==> config.mk <==
export PLATFORM = sky130hd
export DESIGN_NAME = rcc_ctrl
export DESIGN_NICKNAME = d
export VERILOG_FILES = /design/src/rtl/rcc_pkg.sv /design/src/rtl/rcc_ctrl.sv
export SDC_FILE = /design/constraint.sdc
export NUM_CORES = 1
export LEC_CHECK = 0
export BUFFER_PORTS_ARGS = -buffer_cell sky130_fd_sc_hd__buf_2
export CELL_PAD_IN_SITES_DETAIL_PLACEMENT = 2
export CELL_PAD_IN_SITES_GLOBAL_PLACEMENT = 2
export CORE_AREA = 2 2 49 55
export DETAILED_ROUTE_END_ITERATION = 6
export DIE_AREA = 0 0 51 57
export GPL_TIMING_DRIVEN = 0
export PLACE_DENSITY_LB_ADDON = 0.1
export SLEW_MARGIN = 20
export SYNTH_ARGS = -nofsm -noshare
export SYNTH_HDL_FRONTEND = slang
export SYNTH_SLANG_ARGS = --single-unit
==> constraint.sdc <==
create_clock -name clk -period 1.5 [get_ports clk]
set_input_delay 0.3 -clock clk [delete_from_list [all_inputs] [get_ports clk]]
set_output_delay 0.3 -clock clk [all_outputs]
set_load 0.005 [all_outputs]
==> src/rtl/rcc_pkg.sv <==
package rcc_pkg;
    localparam int          BYTE_W      = 8;
    localparam int          SIG_W       = 16;
    localparam logic [15:0] DEF_POLY    = 16'h1021;
    localparam logic [15:0] DEF_SEED    = 16'hFFFF;

    typedef enum logic {
        ST_IDLE = 1'b0,
        ST_RUN  = 1'b1
    } rcc_state_e;
endpackage

==> src/rtl/rcc_ctrl.sv <==
module rcc_ctrl
    import rcc_pkg::*;
#(
    parameter int ADDR_W = 6
) (
    input  logic              clk,
    input  logic              rst_n,
    input  logic              start,
    output logic              rom_en,
    output logic [ADDR_W-1:0] rom_addr,
    output logic              launch,
    output logic              rd_fold,
    output logic              rd_sig_hi,
    output logic              rd_last
);
    localparam logic [ADDR_W-1:0] LAST_A = '1;
    localparam logic [ADDR_W-1:0] SIG_A  = LAST_A - ADDR_W'(1);

    typedef struct packed {
        rcc_state_e        state;
        logic              en;
        logic [ADDR_W-1:0] addr;
        logic              vld;
        logic [ADDR_W-1:0] vaddr;
    } ctrl_t;

    ctrl_t s_d, s_q;

    always_comb begin
        s_d       = s_q;
        s_d.vld   = s_q.en;
        s_d.vaddr = s_q.addr;
        launch    = start && (s_q.state == ST_IDLE);
        if (launch) begin
            s_d.state = ST_RUN;
            s_d.en    = 1'b1;
            s_d.addr  = '0;
        end else if (s_q.state == ST_RUN) begin
            if (s_q.en) begin
                if (s_q.addr == LAST_A) s_d.en   = 1'b0;
                else                    s_d.addr = s_q.addr + ADDR_W'(1);
            end
            if (s_q.vld && (s_q.vaddr == LAST_A)) s_d.state = ST_IDLE;
        end
    end

    always_ff @(posedge clk or negedge rst_n) begin
        if (!rst_n) s_q <= '0;
        else        s_q <= s_d;
    end

    assign rom_en    = s_q.en;
    assign rom_addr  = s_q.addr;
    assign rd_fold   = s_q.vld && (s_q.vaddr < SIG_A);
    assign rd_sig_hi = s_q.vld && (s_q.vaddr == SIG_A);
    assign rd_last   = s_q.vld && (s_q.vaddr == LAST_A);
endmodule

==> qor.yml, run 1 <==
holdPathStages: 3
antenna_found_initial: 0
pin_count: 14
syn-num-nets: 68
clock-sinks: 15
cp-start-kind: "flop"
async_reset_ff_share_pct: 100.0
cp_data_arrival_time_ns: 1.18
r2r_start: "rom_addr[0]"
hold_class: "in2reg"
initial_core_util_pct: 27.98
dr_total_vias: 545
clockBufferDepth: 2
drive_gt1_share_pct: 38.55
die_x_um: 51
syn_inst: 64
grt_pass1_vias: 572
area_growth_syn_to_layout_pct: 27.75
fin_crit_sh_pct: 98.76
crit_cells: 4
vias_per_cell: 4.781
ys.flop_type: "dfrtp_1"
skew_ns: 0.01082
routabilityCongestion: 0.6836
ys_seq_elements: 15
drt_iter0_markers: 1
fin_setup_tns_ns: 0
pwr-share-clk_pct: 13.5
end_kind: "output port"
crit_type: "reg2out"
combPwrFrac_pct: 37.5
htree_num_levels: 1
drtPass1Iterations: 2
setup-violations-final: 0
internal_power_mw: 1.062
hold_ws_ns: 0.3419
io_buffers: 13
cp_top_family: "simple AND/OR/NAND/NOR gates"
core_um2: 2401
dieArea_um2: 2907
pwr_density_cell_nw_per_um2: 2027
rows: 19
cp.required_ns: 1.20
track_usage_pct: 12.26
period_needed_ns: 1.481
cts_tree: "yes"
cp_max_fo: 3
path_clk_slew_ns: 0.10
hp-start: "start"
synth.distinct_cells: 24
synth_area_um2: 671.9
clk_latency_ns: 0.29
power.switching_mw: 0.6777
nets: 88
status: "completed"
cts_root_buf: "clkbuf_4"
total_power_mw: 1.740
drc: 0
slowest_delay_ns: 0.37
grt-ovfl-total: 0
wire_per_inst_um: 14.24
worst_slew_pin_slew_ns: 0.3453
grt_pass1_wl_um: 2573
startpoint: "s_q[5]"
final_cell_mix: "buf_2, dfrtp_1, buf_4, nand2_1, inv_1"
numCtsBuffers: 3
seq_power_share_pct: 49.0
drt_wl_total_um: 1623
maxCapViolations: 0
path_buf_inv: 1
synth_edf_count: 0
slowest_stage: "dfrtp_1"
fmaxAchievable_ghz: 0.6750
hold_violations: 0
path_cells: "nand3_2 -> nor2_4 -> and3_1 -> buf_2"
antennaDiodeCount: 0
ys_warn_count: 0
r2r_cells: 4
rsz0062_at_grt: "yes"
postRouteAntennaNets: 0
slew_viol_final: 0
slew_headroom_pct: 76.98
final_area_um2: 858.3
dpl.hpwl_um: 1110
die_h_um: 57
swShare_pct: 38.96
synth.avg_cell_area_um2: 10.50
dpl_cell_area_um2: 775.7
ff2ff_setup_slack_ns: 0.17
vdd_ir_drop_max_mv: 0.6652
grt_max_degree: 16
leakagePower_nw: 0.4047
seq_area_frac_synth_pct: 55.87
[final cells by class]
type | instances | area (um2)
buffer | 7 | 56.30
clock buffer | 3 | 22.52
clock inverter | 1 | 5.005
fill | 275 | 1543
inverter | 4 | 15.01
multi-input combinational | 38 | 260.3
sequential | 15 | 377.9
tap | 31 | 38.79
timing repair buffer | 15 | 82.58
[logic make-up (layout without fill, tap and decap cells)]
logic type      after synthesis  count (layout)  share of synthesized area (%)
mux                           2               2                          2.980
simple gates                 21              21                          15.45
buf+inv                      11              30                          9.682
compound gates               14              14                          14.15
flops                        15              15                          55.87
fa+ha+maj                     1               1                          1.862
[power by group through the flow]
stage | registers (mW) | clock network [mW] | logic [mW]
after detailed placement | 0.844 | 0 | 0.623
final | 0.853 | 0.235 | 0.652
after global routing | 0.895 | 0.266 | 0.736
after CTS | 0.833 | 0.247 | 0.643
after floorplan | 0.764 | 0 | 0.443
after global placement | 0.844 | 0 | 0.615
[flip-flops by register name, indices dropped and copies added, names as in the netlist]
register and flops:
s_q 8, rom_addr 6, rom_en 1
[routing by layer]
metal	vias to the layer above	track usage, %	routed length (um)
met2	9	21.15	889
met3	2	2.356	35
met1	274	13.49	675
li1	260	-	-
met5	-	0	0
met4	0	8.108	23
[final timing paths]
kind | end
max | rd_last
min | s_q[14]
max reg2reg | rom_addr[4]
min reg2reg | s_q[1]
max in group asynchronous | rom_addr[1]
min in group asynchronous | s_q[4]
[worst min-delay path, delay by kind of cell]
family / cells / cell delay (ns)
AO/OA/AOI/OAI: 1 / 0.05
AND/OR/NAND/NOR: 1 / 0.11
buffers and inverters: 1 / 0.13
[metrics by stage]
stage	worst slack [ns]	std cells	utilization [%]
CTS	0.01128	113	34.39
finish	0.01861	114	35.75
detailed placement	0.07533	108	32.31
floorplan	0.2738	64	-
global route	-0.07690	114	35.75
global placement	0.05899	108	32.31
[synth_stat cells (2+ instances only)]
cell type,count,area share [%]
dfrtp_1,15,56
mux2i_1,2,3.0
o21ai_0,3,2.2
and3_1,2,1.9
inv_1,4,2.2
buf_4,6,6.7
a311oi_1,2,2.6
a31oi_1,2,1.9
a21oi_1,2,1.5
nand4_1,2,1.9
nand2_1,6,3.4
nor2_1,4,2.2
nand3_1,3,2.2
[repair_timing]
| action | CTS | global route |
|---|---|---|
| endpoints found under the setup margin | 2 | 6 |
| hold buffers | 1 | 0 |
| pin swaps | 0 | 3 |
| endpoints found under the hold margin | 15 | 0 |
| gates cloned | 0 | 0 |
| gates resized for setup | 4 | 7 |
| buffers inserted | 0 | 1 |
(Power assumes the default switching activity.)
==> run 2, diff against run 1 <==
--- a/config.mk
+++ b/config.mk
@@ -5,12 +5,13 @@
 export SDC_FILE = /design/constraint.sdc
 export NUM_CORES = 1
 export LEC_CHECK = 0
+export ABC_AREA = 1
 export BUFFER_PORTS_ARGS = -buffer_cell sky130_fd_sc_hd__buf_2
-export CELL_PAD_IN_SITES_DETAIL_PLACEMENT = 2
+export CELL_PAD_IN_SITES_DETAIL_PLACEMENT = 1
 export CELL_PAD_IN_SITES_GLOBAL_PLACEMENT = 2
-export CORE_AREA = 2 2 49 55
+export CORE_AREA = 2 2 49 56
 export DETAILED_ROUTE_END_ITERATION = 6
-export DIE_AREA = 0 0 51 57
+export DIE_AREA = 0 0 51 58
 export GPL_TIMING_DRIVEN = 0
 export PLACE_DENSITY_LB_ADDON = 0.1
 export SLEW_MARGIN = 20
==> qor.yml, run 2 <==
status: "completed"
multi_input_area_um2: 267.8
postRouteAntennaNets: 0
path_clk_slew_ns: 0.10
internal_power_mw: 0.8363
htree_num_levels: 1
highest_layer: "met4"
slew_viol_final: 0
r2r_start: "rom_addr[1]"
io_buffers: 13
wl_met2_um: 781
period_needed_ns: 1.452
clockBufferDepth: 2
antennaDiodeCount: 0
core_um2: 2401
track_usage_pct: 13.15
synth.avg_cell_area_um2: 9.309
drc: 0
worst_slew_pin_slew_ns: 0.3396
end_kind: "output port"
synth.distinct_cells: 15
pwr-share-clk_pct: 19.0
cp_max_fo: 2
synth_most_common_cell: "dfrtp_1"
fin_setup_tns_ns: 0
synth_area_um2: 698.2
maxCapViolations: 0
grt_pass1_vias: 577
drive_gt1_share_pct: 42.42
regMostFlops: "s_q"
reg2reg_to: "rom_addr[1]"
dr_total_vias: 569
final_util_pct: 38.20
final_cell_mix: "buf_2, dfrtp_1, nand2_1, buf_4, inv_1"
cp.required_ns: 1.20
routabilityCongestion: 0.6452
startpoint: "s_q[2]"
yosys-top-cells-area: "dfrtp_1, nand2_1, nand3_1"
pwr_density_cell_nw_per_um2: 1399
drt_iter0_markers: 7
vias_per_cell: 4.377
wire_per_inst_um: 12.45
wl_met3_um: 43
ff2ff_setup_slack_ns: 0.12
cp-start-kind: "flop"
drt_wl_total_um: 1618
power.switching_mw: 0.4465
fin_crit_sh_pct: 96.78
seq_area_frac_synth_pct: 53.76
endpoint: "rd_last"
skew_ns: 0.003899
synth_largest_area_cell: "dfrtp_1"
numCtsBuffers: 3
synth_top_area_share_pct: 53.76
cts_tree: "yes"
pin_count: 14
initial_core_util_pct: 29.08
largest_reg_flops: 8
clk_latency_ns: 0.29
clock-sinks: 15
met1_length_um: 766
synthTopCellsByCount: "dfrtp_1, nand2_1, inv_1"
nets: 104
syn_inst: 75
ys_warn_count: 0
area_growth_syn_to_layout_pct: 31.36
ys.flop_type: "dfrtp_1"
seqCellArea_um2: 377.9
fmaxAchievable_ghz: 0.6889
grt-ovfl-total: 0
vdd_ir_drop_max_mv: 0.5020
syn-num-nets: 79
grt_max_degree: 16
grt_pass1_wl_um: 2739
rsz0062_at_grt: "yes"
async_reset_ff_share_pct: 100.0
leakagePower_nw: 0.4644
hold_class: "in2reg"
combPwrFrac_pct: 30.3
drtPass1Iterations: 3
crit_type: "reg2out"
setup-violations-final: 0
antenna_found_initial: 0
synth_edf_count: 0
hold_violations: 0
r2r_cells: 6
die_x_um: 51
fillers: 293
dpl.hpwl_um: 1097
cts_root_buf: "clkbuf_4"
die_h_um: 58
ys_seq_elements: 15
cp_data_arrival_time_ns: 1.15
rows: 19
dieArea_um2: 2958
swShare_pct: 34.81
slew_headroom_pct: 77.36
seq_power_share_pct: 50.6
-- run 2: changes by cell type in the layout (fill, tap and decap cells not counted), sizes merged, moves of 2 or more --
cell	before	now
nand2	6	15
nand3	3	10
inv	4	10
buf	21	25
nor2	4	7
a21oi	2	0
a311oi	2	0
a31oi	2	0
and3	2	0
mux2i	2	0
-- run 2: metal layers --
| metal | up-vias | global-route usage (%) |
|---|---|---|
| li1 | 284 | - |
| met1 | 275 | 15.30 |
| met2 | 8 | 21.15 |
| met3 | 2 | 3.866 |
| met4 | 0 | 8.108 |
| met5 | - | 0 |
-- run 2: worst min path at each step --
stage / start / to / cells past startpoint
detailed placement: rst_n / s_q[6] / 1
global placement: rst_n / s_q[6] / 1
finish: start / rom_en / 3
CTS: start / rom_en / 3
floorplan: rst_n / rom_addr[0] / 0
global route: start / rom_en / 3
-- run 2: timing repair --
item,CTS,global route
hold endpoints to repair,15,0
setup buffers,3,3
endpoints found under the setup margin,6,8
pin swaps,2,5
hold buffers,1,0
gates resized for setup,4,7
-- run 2: stage by stage --
step / setup slack (ns) / instances / total power, mW / instance area, um2 / hold slack (ns)
finish: 0.04831 / 130 / 1.283 / 917.1 / 0.3121
global placement: -0.05910 / 119 / 0.9648 / 802.0 / 0.2270
floorplan: 0.1705 / 75 / 0.8318 / 698.2 / 0.004409
detailed placement: -0.06250 / 119 / 0.9758 / 802.0 / 0.2255
global route: -0.05556 / 130 / 1.385 / 917.1 / 0.3376
CTS: 0.006868 / 127 / 1.247 / 873.3 / 0.3128
-- run 2: critical path, cell delays in order (launching register included) --
cell     delay, ns
dfrtp_1       0.35
nand3_2       0.09
nor2_4        0.12
nand2_2       0.08
nor2_2        0.10
buf_2         0.12
-- run 2: area by class of cell --
class / count / share of cell area [%]
Sequential cell: 15 / 41.20
Buffer: 6 / 4.911
Inverter: 10 / 4.093
Multi-Input combinational cell: 44 / 29.20
Clock inverter: 1 / 0.8186
Timing Repair Buffer: 20 / 13.10
Clock buffer: 3 / 2.456
Tap cell: 31 / 4.229
-- run 2: power groups by stage --
stage | sequential [mW] | combinational, mW | clock (mW)
floorplan | 0.606 | 0.226 | 0
global placement | 0.647 | 0.318 | 0
detailed placement | 0.651 | 0.325 | 0
CTS | 0.647 | 0.352 | 0.248
global route | 0.671 | 0.443 | 0.271
finish | 0.650 | 0.389 | 0.244
-- run 2: cell families (layout without fill, tap and decap cells) --
group,after synthesis,after routing,share of synthesized area [%]
fa+ha+maj,1,1,1.792
simple gates,35,35,23.48
buf+inv,16,40,11.83
compound gates,7,7,7.886
xor+xnor,1,1,1.255
flops,15,15,53.76
